$ cat src/rtl/cfr_pkg.sv
package cfr_pkg;

  typedef enum logic {
    ST_WAIT = 1'b0,
    ST_RUN  = 1'b1
  } rx_state_t;

  // Words per conversion period = decimation ratio / word length.
  // Select 0,1,2 -> ratio 64,128,256; select 3 is reserved (limit 0).
  function automatic logic [15:0] chain_limit(input logic [1:0] sel,
                                              input logic [15:0] word_bits);
    logic [15:0] ratio;
    ratio = 16'd64 << sel;
    if (sel == 2'd3) return 16'd0;
    return ratio / word_bits;
  endfunction

endpackage

$ cat src/rtl/cfr_sync_mon.sv
module cfr_sync_mon (
  input  logic clk,
  input  logic rst_n,
  input  logic bit_en,
  input  logic fsync,
  output logic fs_fall
);
  logic fs_prev;

  always_ff @(posedge clk) begin
    if (!rst_n)      fs_prev <= 1'b1;
    else if (bit_en) fs_prev <= fsync;
  end

  assign fs_fall = bit_en && fs_prev && !fsync;

endmodule

$ cat src/rtl/cfr_deser.sv
module cfr_deser #(
  parameter int WORD_BITS = 32
) (
  input  logic                 clk,
  input  logic                 rst_n,
  input  logic                 bit_en,
  input  logic                 sdata,
  output logic [WORD_BITS-1:0] word_next
);
  logic [WORD_BITS-2:0] sh;

  always_ff @(posedge clk) begin
    if (!rst_n)      sh <= '0;
    else if (bit_en) sh <= {sh[WORD_BITS-3:0], sdata};
  end

  // The word as it will stand once the bit now on sdata is taken in.
  assign word_next = {sh, sdata};

endmodule

$ cat src/rtl/cfr_cfg_chk.sv
module cfr_cfg_chk
  import cfr_pkg::*;
#(
  parameter int WORD_BITS = 32,
  parameter int MAX_DEV   = 8,
  parameter int CNT_W     = $clog2(MAX_DEV + 1)
) (
  input  logic [1:0]       dec_sel,
  input  logic [CNT_W-1:0] dev_count,
  output logic [CNT_W-1:0] frame_words,
  output logic             cfg_err
);
  logic [15:0] limit;

  assign limit       = chain_limit(dec_sel, 16'(WORD_BITS));
  assign frame_words = dev_count;
  assign cfg_err     = (dev_count == '0) ||
                       (16'(dev_count) > limit) ||
                       (16'(dev_count) > 16'(MAX_DEV));

endmodule

$ cat src/rtl/cfr_ctrl.sv
module cfr_ctrl
  import cfr_pkg::*;
#(
  parameter int WORD_BITS = 32,
  parameter int MAX_DEV   = 8,
  parameter int CNT_W     = $clog2(MAX_DEV + 1),
  parameter int IDX_W     = $clog2(MAX_DEV)
) (
  input  logic                 clk,
  input  logic                 rst_n,
  input  logic                 bit_en,
  input  logic                 fsync,
  input  logic                 fs_fall,
  input  logic                 cfg_err,
  input  logic [CNT_W-1:0]     frame_words,
  input  logic [WORD_BITS-1:0] word_next,
  output logic [WORD_BITS-1:0] word_data,
  output logic [IDX_W-1:0]     word_idx,
  output logic                 word_valid,
  output logic                 frame_err
);
  localparam int BC_W = $clog2(WORD_BITS);

  rx_state_t        state;
  logic [BC_W-1:0]  bcnt;
  logic [CNT_W-1:0] wcnt;

  logic running, in_word0, last_bit, last_word;
  logic start, bad_rise, bad_low, err_now, word_done;

  assign running   = (state == ST_RUN);
  assign in_word0  = (wcnt == '0);
  assign last_bit  = (bcnt == BC_W'(WORD_BITS - 1));
  assign last_word = (wcnt == frame_words - CNT_W'(1));
  assign start     = fs_fall && !cfg_err;
  // frame-sync high inside word 0: rose too early
  assign bad_rise  = bit_en && running && in_word0 && fsync;
  // frame-sync low after word 0: rose too late, or fell too early
  assign bad_low   = bit_en && running && !in_word0 && !fsync;
  assign err_now   = bad_rise || bad_low;
  assign word_done = bit_en && running && last_bit && !err_now;

  always_ff @(posedge clk) begin
    if (!rst_n) begin
      state      <= ST_WAIT;
      bcnt       <= '0;
      wcnt       <= '0;
      word_data  <= '0;
      word_idx   <= '0;
      word_valid <= 1'b0;
      frame_err  <= 1'b0;
    end else begin
      word_valid <= 1'b0;
      frame_err  <= 1'b0;
      if (bit_en) begin
        if (err_now) begin
          frame_err <= 1'b1;
          state     <= ST_WAIT;
        end
        if (start) begin
          state <= ST_RUN;
          bcnt  <= BC_W'(1);
          wcnt  <= '0;
        end else if (running && !err_now) begin
          if (last_bit) begin
            bcnt       <= '0;
            word_valid <= 1'b1;
            word_data  <= word_next;
            word_idx   <= wcnt[IDX_W-1:0];
            if (last_word) state <= ST_WAIT;
            else           wcnt  <= wcnt + CNT_W'(1);
          end else begin
            bcnt <= bcnt + BC_W'(1);
          end
        end
      end
    end
  end


  valid_pulse_chk: assert property (@(posedge clk) disable iff (!rst_n)
    word_valid |=> !word_valid);

  err_valid_excl_chk: assert property (@(posedge clk) disable iff (!rst_n)
    !(word_valid && frame_err));

  valid_after_bit_chk: assert property (@(posedge clk) disable iff (!rst_n)
    word_valid |-> $past(bit_en));

  start_pos_chk: assert property (@(posedge clk) disable iff (!rst_n)
    start |=> (state == ST_RUN) && (bcnt == BC_W'(1)));

  word_bound_chk: assert property (@(posedge clk) disable iff (!rst_n)
    (state == ST_RUN) && $stable(frame_words) |-> wcnt < frame_words);

  err_pulse_chk: assert property (@(posedge clk) disable iff (!rst_n)
    frame_err && !$past(start) |-> state == ST_WAIT);

endmodule

$ cat src/rtl/chain_frame_rx.sv
module chain_frame_rx #(
  parameter int WORD_BITS = 32,
  parameter int MAX_DEV   = 8
) (
  input  logic                           clk,
  input  logic                           rst_n,
  input  logic                           bit_en,
  input  logic                           sdata,
  input  logic                           fsync,
  input  logic [1:0]                     dec_sel,
  input  logic [$clog2(MAX_DEV+1)-1:0]   dev_count,
  output logic [WORD_BITS-1:0]           word_data,
  output logic [$clog2(MAX_DEV)-1:0]     word_idx,
  output logic                           word_valid,
  output logic                           frame_err,
  output logic                           cfg_err
);
  localparam int CNT_W = $clog2(MAX_DEV + 1);
  localparam int IDX_W = $clog2(MAX_DEV);

  logic                 fs_fall;
  logic [WORD_BITS-1:0] word_next;
  logic [CNT_W-1:0]     frame_words;

  cfr_sync_mon u_sync (
    .clk(clk), .rst_n(rst_n), .bit_en(bit_en), .fsync(fsync), .fs_fall(fs_fall)
  );

  cfr_deser #(.WORD_BITS(WORD_BITS)) u_deser (
    .clk(clk), .rst_n(rst_n), .bit_en(bit_en), .sdata(sdata), .word_next(word_next)
  );

  cfr_cfg_chk #(.WORD_BITS(WORD_BITS), .MAX_DEV(MAX_DEV), .CNT_W(CNT_W)) u_cfg (
    .dec_sel(dec_sel), .dev_count(dev_count),
    .frame_words(frame_words), .cfg_err(cfg_err)
  );

  cfr_ctrl #(.WORD_BITS(WORD_BITS), .MAX_DEV(MAX_DEV), .CNT_W(CNT_W), .IDX_W(IDX_W)) u_ctrl (
    .clk(clk), .rst_n(rst_n), .bit_en(bit_en), .fsync(fsync), .fs_fall(fs_fall),
    .cfg_err(cfg_err), .frame_words(frame_words), .word_next(word_next),
    .word_data(word_data), .word_idx(word_idx), .word_valid(word_valid),
    .frame_err(frame_err)
  );

endmodule

$ cat config.mk
export PLATFORM = sky130hd
export DESIGN_NAME = chain_frame_rx
export DESIGN_NICKNAME = d
export VERILOG_FILES = /design/src/rtl/cfr_pkg.sv /design/src/rtl/cfr_sync_mon.sv /design/src/rtl/cfr_deser.sv /design/src/rtl/cfr_cfg_chk.sv /design/src/rtl/cfr_ctrl.sv /design/src/rtl/chain_frame_rx.sv
export SDC_FILE = /design/constraint.sdc
export NUM_CORES = 1
export LEC_CHECK = 0
export ABC_AREA = 1
export BUFFER_PORTS_ARGS = -buffer_cell sky130_fd_sc_hd__clkbuf_2
export CAP_MARGIN = 20
export CORE_MARGIN = 5
export CORE_UTILIZATION = 35
export DETAILED_ROUTE_END_ITERATION = 10
export GPL_TIMING_DRIVEN = 1
export PLACE_DENSITY = 0.58
export RECOVER_POWER = 100
export SLEW_MARGIN = 20
export SYNTH_ARGS = -nofsm -noshare
export SYNTH_HDL_FRONTEND = slang
export SYNTH_SLANG_ARGS = --single-unit
$ cat constraint.sdc
create_clock -name clk -period 1.7 [get_ports clk]
set_clock_uncertainty 0.05 [all_clocks]
set_input_delay 0 -clock clk [delete_from_list [all_inputs] [get_ports clk]]
set_output_delay 0 -clock clk [all_outputs]
set_load 0.02 [all_outputs]
==> flow_summary.ini <==
[outcome]
status = completed

[pwr]
fin_total_pwr_w = 0.00403
total_leakage_power_nw = 2.06
p_per_area_mw_per_mm2 = 867
peakVddDrop_mv = 0.483

[yosys]
synthSimpleGateAreaFrac_pct = 26.5
syn_avg_cell_area_um2 = 6.99
synth.area.top_cells = dfxtp_1 43%, inv_1 12%, nand2_1 12%
synth_seq_cells = 79
synthCells = 527
synth-compound-area-share_pct = 10.4
synth_area_mm2 = 0.00368
synth_top_area_share_pct = 42.9
ys_warn_count = 0
synth_top_family_by_area = simple AND/OR/NAND/NOR gates
synthAdderAreaFrac_pct = 2.72
syn_nets = 546
ys_seq_area_share_pct = 42.9
ys_types = 31
synth_area_leader_cell = dfxtp_1
synth_mux_area_share_pct = 0
synth-xor-area-share_pct = 0.951

[min_path]
holdCritStartpoint = fsync
min_path_type = in2reg
whs_path_depth = 7

[critical_path]
arrival_ns = 1.88
path_class = reg2reg
cp_max_fo = 8
end_kind = flop
cp-start-kind = flop
worstPathRequired_ns = 1.90
cp-startpoint = u_ctrl.wcnt[1]
reg2reg_from = u_ctrl.wcnt[1]
rr_worst_depth = 13

[finish]
diodes = 0
post-route-util_pct = 45.3
syn2layout_area_growth_pct = 26.3
fin_nets = 618
final_layout_size_suffix_gt1_share_pct = 19.9
design_area_mm2 = 0.00465

[route]
drtPass1Iterations = 4
routed_wl_mm = 7.84
antenna_left = 0
via_per_inst = 4.25
vias = 3145
drc = 0
drt_iter0_markers = 125
wl_per_cell_um = 10.6

[grt]
grt_overflow = 0
track_usage_pct = 12.2
grt_pass1_wl_mm = 12.9
grt_pass1_vias = 2919
grt_max_degree = 36
antenna_found_initial = 0

[sta]
fin_crit_sh_pct = 98.5
hold_viol = 0
drv_slew = 0
rsz0062_at_grt = true
relSlewSlack_pct = 61.6
fin_crit_ns = 1.68
setup_tns_ns = 0
fmax_mhz = 597
worst_pin_slew_ns = 0.576
finalSetupViolCount = 0
timing.final.ws_setup_ns = 0.0247

[placement]
pre_cts_slack_ns = -0.0637
gp_congestion = 0.816
dpl.hpwl_mm = 5.07
io_buffers = 48
place_area_mm2 = 0.00413

[die]
core_area_mm2 = 0.0103
die_height_um = 113
pin_count = 49
rows = 37
die_x_um = 113
dieArea_mm2 = 0.0127
start_util_pct = 35.8

[clocking]
clkLatencyLatePin_ns = 0.35
clock-sinks = 79
htree_levels = 3
cts_tree = done
clk_path_buf_depth = 2
path_clk_slew_ns = 0.09
cts-root-buf = clkbuf_8
cts_buffers = 9

[flow_run]
maxCapViolCount = 0
==> metal layers <==
metal | part of all wire [%] | GRT usage (%) | wire [um] | vias up
met5 | 0 | 0 | 0 | -
met4 | 1.0 | 4.01 | 82 | 0
met3 | 4.6 | 3.67 | 357 | 8
met2 | 47 | 20.0 | 3690 | 43
met1 | 47 | 15.3 | 3710 | 1391
li1 | - | - | - | 1703
==> worst paths after layout <==
kind	to	slack (ns)
hold / removal	u_ctrl.bcnt[4]	0.20
setup reg to reg	u_ctrl.word_idx[2]	0.02
hold reg to reg	u_deser.sh[25]	0.41
setup / recovery	u_ctrl.word_idx[2]	0.02
==> where the power goes <==
part	internal [W]	total (W)	switching [W]
logic	0.0000932	0.000262	0.000169
clock network	0.00114	0.00185	0.000706
registers	0.00190	0.00192	0.0000230
==> through the flow <==
stage	hold WS (ns)	std cells
2_1_floorplan	0.103	527
4_1_cts	0.131	736
3_5_place_dp	0.213	709
5_1_grt	0.215	740
3_3_place_gp	0.206	709
6_report	0.195	740
==> critical path, cell delays in order (launching register included) <==
cell	delay, ns
dfxtp_2	0.33
inv_2	0.08
ha_4	0.15
nand3_1	0.12
nand2_4	0.10
nand2_4	0.06
inv_4	0.06
nand2_4	0.06
nor2_4	0.11
buf_6	0.15
clkbuf_16	0.16
nand2_1	0.05
nand2_1	0.06
nor2_1	0.04
==> area by class of cell <==
| type | count | area [um2] |
|---|---|---|
| well taps | 136 | 170 |
| clock inverters | 6 | 140 |
| inverters | 122 | 468 |
| flip-flops and latches | 79 | 1590 |
| repair buffers | 82 | 572 |
| fillers | 1077 | 5630 |
| clock buffers | 10 | 128 |
| multi-input cells | 305 | 1580 |
==> placed cells by master (no fill, tap or decap), types with 11 or more instances in the layout <==
master,instances
nand2_2,42
nor2_1,47
nand2_1,100
dfxtp_1,75
inv_1,116
a21oi_1,39
o21ai_0,34
clkbuf_2,11
nand3_1,11
buf_4,18
clkbuf_1,41
==> cell usage after synthesis <==
cell / n
a21oi_1: 39
and3_1: 1
buf_1: 4
buf_12: 2
buf_2: 1
buf_6: 3
buf_8: 1
clkbuf_1: 10
clkinv_2: 1
dfxtp_1: 79
ha_1: 8
inv_1: 119
inv_2: 1
inv_6: 1
nand2_1: 116
nand2_2: 29
nand2_4: 2
nand2_8: 1
nand3_1: 11
nand3_4: 1
nand4_1: 3
nor2_1: 49
nor2_2: 1
nor2_4: 1
nor3_1: 2
o211ai_1: 1
o21ai_0: 34
o21ai_2: 1
or2_2: 1
xnor2_1: 2
xor2_1: 2
==> state kept, by name, summed over array words and instances (netlist names) <==
name and flops:
u_ctrl.bcnt 5, u_ctrl.frame_err 1, u_ctrl.running 1, u_ctrl.wcnt 4
u_ctrl.word_data 32, u_ctrl.word_idx 3, u_ctrl.word_valid 1, u_deser.sh 31
u_sync.fs_prev 1
==> cells by family after synthesis <==
kind of cell,after synthesis
AO/OA/AOI/OAI,75
XOR/XNOR,4
adder cells (fa/ha/maj),8
buffers and inverters,143
flip-flops,79
AND/OR/NAND/NOR,218
==> repair_timing <==
action / 4_1_cts / 5_1_grt
cloned: 2 / 2
hold buffers: 5 / 0
setup buffers: 4 / 2
endpoints found under the setup margin: 39 / 41
pin swaps: 1 / 7
gates resized for setup: 8 / 30
endpoints found under the hold margin: 4 / 0
Power figures use the tool's default switching activity.
